`config.mk`:
```
export PLATFORM = sky130hd
export DESIGN_NAME = cmem_logic_unit
export DESIGN_NICKNAME = d
export VERILOG_FILES = /design/src/rtl/cmem_pkg.sv /design/src/rtl/cmem_ctrl.sv /design/src/rtl/cmem_sense.sv /design/src/rtl/cmem_datapath.sv /design/src/rtl/cmem_logic_unit.sv
export SDC_FILE = /design/constraint.sdc
export NUM_CORES = 1
export LEC_CHECK = 0
export BUFFER_PORTS_ARGS = -buffer_cell sky130_fd_sc_hd__buf_2
export CAP_MARGIN = 20
export CORE_UTILIZATION = 53
export DETAILED_ROUTE_END_ITERATION = 8
export PLACE_DENSITY = 0.74
export SETUP_SLACK_MARGIN = 0.02
export SYNTH_ARGS = -nofsm -noshare
export SYNTH_HDL_FRONTEND = slang
export SYNTH_SLANG_ARGS = --single-unit
```
`constraint.sdc`:
```
create_clock -name clk -period 8 [get_ports clk]
set_clock_uncertainty 0.05 [all_clocks]
set_input_delay 0.8 -clock clk [delete_from_list [all_inputs] [get_ports clk]]
set_output_delay 0.8 -clock clk [all_outputs]
set_load 0.02 [all_outputs]
```
`src/rtl/cmem_pkg.sv`:
```
package cmem_pkg;

  typedef enum logic [1:0] {
    SENSE_OR  = 2'd0,
    SENSE_AND = 2'd1,
    SENSE_MAJ = 2'd2,
    SENSE_XOR = 2'd3
  } senseOp_e;

  typedef enum logic [1:0] {
    SHIFT_NONE  = 2'd0,
    SHIFT_LEFT  = 2'd1,
    SHIFT_RIGHT = 2'd2
  } shiftDir_e;

  localparam logic [2:0] SHCODE_NONE  = 3'b000;
  localparam logic [2:0] SHCODE_LEFT  = 3'b001;
  localparam logic [2:0] SHCODE_RIGHT = 3'b010;

  localparam logic [1:0] FN_OR  = 2'b00;
  localparam logic [1:0] FN_AND = 2'b01;
  localparam logic [1:0] FN_XOR = 2'b10;

  // Strobes from control to datapath, valid in the accepting cycle.
  typedef struct packed {
    logic      storeEn;    // write a word this edge
    logic      storeTwin;  // destination is the twin bank
    logic      storeExt;   // store external data instead of sense result
    logic      readEn;     // load the read port
    senseOp_e  op;
    logic [1:0] rowsActive;
    logic      invert;
    shiftDir_e shift;
  } ctrlStrobes_t;

endpackage

```
`src/rtl/cmem_ctrl.sv`:
```
module cmem_ctrl
  import cmem_pkg::*;
(
  input  logic         clk,
  input  logic         rstN,
  input  logic         start,
  input  logic [3:0]   code,
  input  logic         mode,
  input  logic [1:0]   rowCount,
  input  logic [2:0]   shiftCode,
  output ctrlStrobes_t strobes,
  output logic         done,
  output logic         err
);

  logic legal;
  logic shiftOk;
  logic isRead;
  ctrlStrobes_t decoded;

  always_comb begin
    shiftOk = (shiftCode == SHCODE_NONE) || (shiftCode == SHCODE_LEFT) ||
              (shiftCode == SHCODE_RIGHT);
    isRead  = 1'b0;
    legal   = 1'b0;
    decoded = '0;
    decoded.op         = SENSE_OR;
    decoded.rowsActive = rowCount;
    decoded.invert     = code[0];
    decoded.storeTwin  = mode;
    unique case (shiftCode)
      SHCODE_LEFT:  decoded.shift = SHIFT_LEFT;
      SHCODE_RIGHT: decoded.shift = SHIFT_RIGHT;
      default:      decoded.shift = SHIFT_NONE;
    endcase

    if (code[3]) begin
      legal            = !mode;
      decoded.storeExt = 1'b1;
    end else if (rowCount != 2'd0) begin
      unique case (code[2:1])
        FN_OR: begin
          decoded.op = SENSE_OR;
          legal      = shiftOk;
          isRead     = (rowCount == 2'd1) && !mode;
        end
        FN_AND: begin
          decoded.op = (rowCount == 2'd3) ? SENSE_MAJ : SENSE_AND;
          legal      = shiftOk && (rowCount != 2'd1);
        end
        FN_XOR: begin
          decoded.op = SENSE_XOR;
          legal      = shiftOk && (rowCount == 2'd2);
        end
        default: legal = 1'b0;
      endcase
    end

    decoded.readEn  = start && legal && isRead;
    decoded.storeEn = start && legal && !isRead;
  end

  assign strobes = decoded;

  always_ff @(posedge clk) begin
    if (!rstN) begin
      done <= 1'b0;
      err  <= 1'b0;
    end else begin
      done <= start && legal;
      err  <= start && !legal;
    end
  end

endmodule

```
`src/rtl/cmem_sense.sv`:
```
module cmem_sense
  import cmem_pkg::*;
#(
  parameter int WIDTH = 8
) (
  input  logic [WIDTH-1:0] wordA,
  input  logic [WIDTH-1:0] wordB,
  input  logic [WIDTH-1:0] wordC,
  input  ctrlStrobes_t     strobes,
  output logic [WIDTH-1:0] senseOut
);

  logic             useB;
  logic             useC;
  logic [WIDTH-1:0] raw;
  logic [WIDTH-1:0] polar;

  assign useB = (strobes.rowsActive >= 2'd2);
  assign useC = (strobes.rowsActive == 2'd3);

  for (genvar i = 0; i < WIDTH; i++) begin : g_bit
    assign raw[i] =
      (strobes.op == SENSE_OR)  ? (wordA[i] | (wordB[i] & useB) | (wordC[i] & useC)) :
      (strobes.op == SENSE_AND) ? (wordA[i] & wordB[i]) :
      (strobes.op == SENSE_MAJ) ? ((wordA[i] & wordB[i]) | (wordA[i] & wordC[i]) |
                                   (wordB[i] & wordC[i])) :
                                  (wordA[i] ^ wordB[i]);
  end

  assign polar = strobes.invert ? ~raw : raw;

  always_comb begin
    unique case (strobes.shift)
      SHIFT_LEFT:  senseOut = {polar[WIDTH-2:0], 1'b0};
      SHIFT_RIGHT: senseOut = {1'b0, polar[WIDTH-1:1]};
      default:     senseOut = polar;
    endcase
  end

endmodule

```
`src/rtl/cmem_datapath.sv`:
```
module cmem_datapath
  import cmem_pkg::*;
#(
  parameter int WIDTH = 8,
  parameter int DEPTH = 8,
  localparam int ADDR_W = $clog2(DEPTH),
  localparam int BIT_W  = $clog2(WIDTH),
  localparam int BANKS  = 2
) (
  input  logic              clk,
  input  logic              rstN,
  input  ctrlStrobes_t      strobes,
  input  logic [ADDR_W-1:0] rowA,
  input  logic [ADDR_W-1:0] rowB,
  input  logic [ADDR_W-1:0] rowC,
  input  logic              arraySel,
  input  logic [ADDR_W-1:0] dstAddr,
  input  logic [WIDTH-1:0]  wrData,
  input  logic              bitSelEn,
  input  logic [BIT_W-1:0]  bitSelIdx,
  output logic [WIDTH-1:0]  rdData
);

  logic [WIDTH-1:0] mem [BANKS][DEPTH];
  logic [WIDTH-1:0] wordA;
  logic [WIDTH-1:0] wordB;
  logic [WIDTH-1:0] wordC;
  logic [WIDTH-1:0] senseOut;
  logic [WIDTH-1:0] storeVal;
  logic [WIDTH-1:0] laneMask;
  logic             tgtBank;

  assign wordA = mem[arraySel][rowA];
  assign wordB = mem[arraySel][rowB];
  assign wordC = mem[arraySel][rowC];

  cmem_sense #(.WIDTH(WIDTH)) u_sense (
    .wordA    (wordA),
    .wordB    (wordB),
    .wordC    (wordC),
    .strobes  (strobes),
    .senseOut (senseOut)
  );

  assign storeVal = strobes.storeExt ? wrData : senseOut;
  assign tgtBank  = arraySel ^ strobes.storeTwin;
  assign laneMask = bitSelEn ? (WIDTH'(1) << bitSelIdx) : {WIDTH{1'b1}};

  always_ff @(posedge clk) begin
    if (!rstN) begin
      for (int b = 0; b < BANKS; b++) begin
        for (int r = 0; r < DEPTH; r++) begin
          mem[b][r] <= '0;
        end
      end
      rdData <= '0;
    end else begin
      if (strobes.storeEn) begin
        mem[tgtBank][dstAddr] <= (mem[tgtBank][dstAddr] & ~laneMask) |
                                 (storeVal & laneMask);
      end
      if (strobes.readEn) begin
        rdData <= senseOut;
      end
    end
  end

endmodule

```
`src/rtl/cmem_logic_unit.sv`:
```
module cmem_logic_unit
  import cmem_pkg::*;
#(
  parameter int WIDTH = 8,
  parameter int DEPTH = 8,
  localparam int ADDR_W = $clog2(DEPTH),
  localparam int BIT_W  = $clog2(WIDTH)
) (
  input  logic              clk,
  input  logic              rstN,
  input  logic              start,
  input  logic [3:0]        code,
  input  logic              mode,
  input  logic [1:0]        rowCount,
  input  logic [ADDR_W-1:0] rowA,
  input  logic [ADDR_W-1:0] rowB,
  input  logic [ADDR_W-1:0] rowC,
  input  logic              arraySel,
  input  logic [ADDR_W-1:0] dstAddr,
  input  logic [WIDTH-1:0]  wrData,
  input  logic [2:0]        shiftCode,
  input  logic              bitSelEn,
  input  logic [BIT_W-1:0]  bitSelIdx,
  output logic [WIDTH-1:0]  rdData,
  output logic              done,
  output logic              err
);

  ctrlStrobes_t strobes;

  cmem_ctrl u_ctrl (
    .clk       (clk),
    .rstN      (rstN),
    .start     (start),
    .code      (code),
    .mode      (mode),
    .rowCount  (rowCount),
    .shiftCode (shiftCode),
    .strobes   (strobes),
    .done      (done),
    .err       (err)
  );

  cmem_datapath #(.WIDTH(WIDTH), .DEPTH(DEPTH)) u_dp (
    .clk       (clk),
    .rstN      (rstN),
    .strobes   (strobes),
    .rowA      (rowA),
    .rowB      (rowB),
    .rowC      (rowC),
    .arraySel  (arraySel),
    .dstAddr   (dstAddr),
    .wrData    (wrData),
    .bitSelEn  (bitSelEn),
    .bitSelIdx (bitSelIdx),
    .rdData    (rdData)
  );

endmodule

```
Word-level counts from Yosys, hierarchy flattened
Memory sizes are Yosys's and may differ from the RTL's.
Cells that the tools add are included.
{"block": "totals", "register_bits": 10, "latchBits": 0, "ram_bits": 128, "mem_bits_ro": 0, "input_bits": 38, "output_inout_bits": 10, "elab_cells": 192, "n_memories": 1}
{"memory": "u_dp.mem", "words": 2, "width": 64, "rd": 2, "rd_clocked_by_memory_dff": 0, "write_ports": 2, "line_no": "cmem_datapath.sv:24", "rtl": "logic [WIDTH-1:0] mem [BANKS][DEPTH];"}
{"block": "op_classes", "add_sub_neg": 0, "mul": 0, "n_div": 0, "magnitude_cmp": 6, "n_eq_ne": 12, "shift": 1, "mux": 61, "bitwise_logic": 90, "reduce_logical": 18}
{"operator": "$mux W64", "count": 3}
{"operator": "$bmux W8 S3", "count": 4}
{"operator": "$mux W8", "count": 12}
{"operator": "$reduce_or A64 Y1", "count": 1}
{"operator": "$and A1 B1 Y1", "count": 40}
{"operator": "$mux W1", "count": 34}
{"operator": "$or A1 B1 Y1", "count": 32}
{"operator": "$demux W8 S3", "count": 1}
{"operator": "$and A8 B8 Y8", "count": 2}
{"operator": "$ge A4 B4 Y1 const B", "count": 4}
{"operator": "$not A3 Y4", "count": 4}
{"operator": "$not A8 Y8", "count": 2}
{"operator": "$pmux W8 S2", "count": 1}
{"operator": "$eq A2 B2 Y1 const B", "count": 5}
{"operator": "$xor A1 B1 Y1", "count": 9}
{"operator": "$eq A2 B1 Y1 const B", "count": 4}
{"operator": "$logic_and A1 B1 Y1", "count": 8}
{"operator": "$or A8 B8 Y8", "count": 1}
{"operator": "$pmux W2 S2", "count": 2}
{"operator": "$shl A1 B3 Y8 const A", "count": 1}
{"operator": "$mux W2", "count": 3}
{"operator": "$logic_not A2 Y1", "count": 2}
{"operator": "$lt A4 B1 Y1 const B", "count": 1}
{"operator": "$eq A3 B1 Y1 const B", "count": 1}
{"operator": "other kinds (8)", "count": 11}

Depth between registers and ports, before layout
{"block": "logic_depth", "depth_word": 17, "mapped_depth": 13, "depth_no_buf": 11}

Cells and area by module
From an unflattened synthesis, not the netlist that was laid out.
{"block": "hier_totals", "cells_unflattened": 783, "area_unflattened_um2": 10377.5}
{"module": "cmem_datapath", "instances": 1, "cells_each": 635, "area_each_um2": 9205.1, "seq_area_each_um2": 4003.8}
{"module": "cmem_sense", "instances": 1, "cells_each": 111, "area_each_um2": 864.6, "seq_area_each_um2": 0.0}
{"module": "cmem_ctrl", "instances": 1, "cells_each": 37, "area_each_um2": 307.8, "seq_area_each_um2": 40.0}

Least setup slack after synthesis
No wires, ideal clock.
{"block": "synth_path", "kind": "input to register", "from": "in arraySel", "to": "mem u_dp.mem[1][13] in the netlist's numbering (data pin)", "setup_time_ps": 258, "arrival_time_ps": 3779, "required_time_ps": 7692, "path_slack_ps": 3913, "stages": 13, "path_buffers": 2, "path_cell_list": "buf_4 buf_4 mux4_2 mux2i_1 mux2i_1 ha_1 o21ai_0 nand3_1 nor2_1 or4_1 a21boi_0 a2111o_1 nor3b_1"}
{"item": "start, declared", "line_no": "cmem_logic_unit.sv:18", "rtl": "input logic arraySel,"}
{"item": "end, declared", "line_no": "cmem_datapath.sv:24"}

==> run_results.csv <==
group,metric,value,unit
outcome,status,"completed",
setup_path,cp_num_buf_inv,2,
routing,post_drt_wl_per_cell,33.21,µm
clocking,post_cts_resized,0,
clocking,ctsHoldBuffers,0,
clocking,cts_max_level,4,
global_route,grt_pass1_wl,52.87,mm
run,max_cap_violations,0,
synth,synth_cell_type_count,66,
clocking,cts_buffer_depth,2,
timing,period_share,65.36,%
setup_path,path_max_fanout,49,
final_layout,syn2layout_area_growth,8.882,%
setup_path,worstPathCellList,"buf_4, buf_4, mux4_2, a22oi_1, nand2_1, ha_1, mux2i_1, a31oi_1, xnor2_1, a2111oi_4, nor3_1",
synth,syn_inst,816,
synth,synth_seq_cells,138,
setup_path,critPathRequiredTime,8.07,ns
timing,max_freq,191.2,MHz
synth,synth.avg_cell_area,12.48,µm²
global_route,grt_pass1_vias,8189,
final_layout,multi_input_area,5851,µm²
setup_path,cp.depth,11,
synth,synthXorXnorAreaFrac,0.6757,%
setup_path,crit_type,"in -> reg",
setup_path,r2r_end,"u_dp.mem[1][37]",
floorplan,die_width,140.6,µm
clocking,cts-buffers-inserted,17,
timing,fin_tns_setup,0,ns
final_layout,diodes,0,
synth,synth-seq-area-share,39.71,%
routing,route.detailed.drc,0,
synth,synth_top_family_by_area,"multiplexers",
timing,finalSetupViolCount,0,
timing,final_hold_viol_count,0,
floorplan,die_area,19780,µm²
timing,relSlewSlack,26.27,%
synth,syn_area,10180,µm²
routing,vias,8553,
setup_path,worst_path_max_delay_cell,"a2111oi_4",
floorplan,std_cell_rows,50,
floorplan,initial_core_util,54.27,%
final_layout,most-common-layout-cells,"edfxtp_1 (128), mux4_2 (117), nand2_1 (74), a21oi_1 (56)",
setup_path,cp_top_family,"compound AO/OA/AOI/OAI gates",
clocking,clk_latency,0.44,ns
setup_path,crit_arrival,5.29,ns
routing,ant_nets,0,
placed_design,port_buffers,47,
final_layout,regArea,4044,µm²
final_layout,layout-drive-gt1-share,26.86,%
floorplan,die_h,140.6,µm
clocking,cts_tree,"yes",
setup_path,worst_r2r_path_depth,11,
synth,synth-adder-area-share,1.720,%
final_layout,nFillCells,1502,
power_and_ir_drop,p_leak,3.891,nW
setup_path,path_common_cell,"buf_4",
routing,drtIter0Drc,1556,
synth,synth-edff-count,128,
setup_path,cpPeakStageDelay,0.80,ns
final_layout,final_common_cell,"edfxtp_1",
timing,rsz0062_at_grt,"false",
clocking,clock-sinks,138,
placed_design,hpwl,23.94,mm
timing,maxSlewViolCount,0,
setup_path,crit_path_start_kind,"primary input",
global_route,grt_start_max_net_pins,50,
setup_path,end_kind,"register",
synth,synthFlopType,"edfxtp_1",
routing,routed_wl,35.84,mm
min_path,hp-class,"reg -> reg",
setup_path,crit_start,"arraySel",
global_route,track_usage,37.89,%
floorplan,coreArea,18770,µm²
placed_design,place_congestion,1.006,
clocking,clk_pin_slew,0.06,ns
clocking,root_buffer,"clkbuf_16",
final_layout,finalCoreUtilization,59.09,%
clocking,postCtsSetupRepairBufs,0,
synth,synthMuxAreaShare,29.64,%
global_route,antenna_found_initial,0,
setup_path,endpoint,"u_dp.mem[1][46]",
global_route,grt_overflow_total,0,
power_and_ir_drop,peakVddDrop,146.7,µV
floorplan,io_pins,48,
synth,yosys.area_share.simple,12.43,%
synth,ys_warn_count,0,
setup_path,r2r-start,"u_dp.mem[1][4]",
routing,first_pass_iters,7,
timing,tightest_slew,1.094,ns
power_and_ir_drop,power.density,185.2,nW/µm²
final_layout,layout.nets,884,
synth,synthArstFlopShare,0,%
routing,viasPerCell,7.927,
synth,syn-num-nets,868,
synth,synth_compound_area_share,12.24,%
setup_path,r2r_slack,3.84,ns
timing,min_period,5.229,ns
how the worst min path moves through the flow:
| stage | startpoint | endpoint | slack (ns) | cells past startpoint |
|---|---|---|---|---|
| 4_1_cts | u_dp.rdData[7] | u_dp.rdData[7] | 0.45 | 2 |
| 3_5_place_dp | u_dp.rdData[7] | u_dp.rdData[7] | 0.44 | 2 |
| 6_report | u_dp.rdData[7] | u_dp.rdData[7] | 0.45 | 2 |
| 3_3_place_gp | u_dp.rdData[7] | u_dp.rdData[7] | 0.44 | 2 |
| 5_1_grt | u_dp.rdData[7] | u_dp.rdData[7] | 0.51 | 2 |
| 2_1_floorplan | u_dp.rdData[7] | u_dp.rdData[7] | 0.52 | 2 |
sequential cells by signal (all words and copies together) (netlist names):
signal / cells
u_ctrl.done: 1
u_ctrl.err: 1
u_dp.mem: 128
u_dp.rdData: 8
worst reg2reg max path: stages, from the launching register on:
cell      delay (ns)
edfxtp_1        0.43
mux4_2          0.48
mux2i_1         0.25
mux2i_1         0.17
ha_1            0.30
o21ai_0         0.08
nand3_1         0.11
nor2_1          0.08
or4_1           0.56
a21boi_0        0.34
a2111o_1        0.40
nor3b_1         0.62
stage by stage:
step	std cells	cell area, µm²	setup slack [ns]	hold slack (ns)	power [mW]
after global routing	1079	11090	2.422	0.5102	2.100
after global placement	1046	10530	2.494	0.4353	1.276
after CTS	1078	11080	2.795	0.4518	2.025
after detailed placement	1046	10530	2.339	0.4439	1.283
final	1079	11090	2.771	0.4532	2.053
after floorplan	816	10180	3.913	0.5174	1.158
cell usage after synthesis (7+ instances only):
cell / instances / area share [%]
dfxtp_1: 10 / 2.0
a22oi_1: 25 / 1.8
nand2_1: 74 / 2.7
ha_1: 14 / 1.7
buf_2: 10 / 0.49
nand3_1: 25 / 1.2
a31oi_1: 12 / 0.74
o21ai_0: 26 / 1.3
mux4_2: 117 / 26
nor3_1: 46 / 2.3
o31ai_1: 7 / 0.52
mux2i_1: 35 / 3.4
inv_1: 10 / 0.37
nor2b_1: 10 / 0.61
edfxtp_1: 128 / 38
o22ai_1: 19 / 1.2
clkbuf_1: 30 / 1.1
nor3b_1: 11 / 0.81
buf_4: 11 / 0.81
and3b_1: 10 / 0.86
nor2_1: 31 / 1.1
a21oi_1: 56 / 2.8
routing by layer:
layer	share of wire (%)	up-vias	GRT usage (%)
met5	0	-	0
met4	6.8	0	21.97
met3	17	184	15.56
met2	42	860	53.55
met1	35	4107	49.26
li1	-	3402	-
kinds of logic after synthesis:
kind of cell,after synthesis
muxes,155
adders and majority gates,14
and+or+nand+nor,248
buffers and inverters,71
AOI/OAI and AO/OA,183
DFF,138
xor gates and xnor gates,7
area by class of cell:
class	instances	share of cell area (%)
clock inverters	13	1.072
multi-input cells	607	52.76
repair buffers	56	2.753
well taps	234	2.640
inverters	12	0.4062
clock buffers	19	3.904
flip-flops and latches	138	36.47
power breakdown:
group          switching, mW  total [mW]  internal (mW)
logic                  0.259       0.434          0.175
clock network          0.337       0.767          0.429
registers             0.0340       0.853          0.819
total                  0.630        2.05           1.42
(Power assumes the default switching activity.)
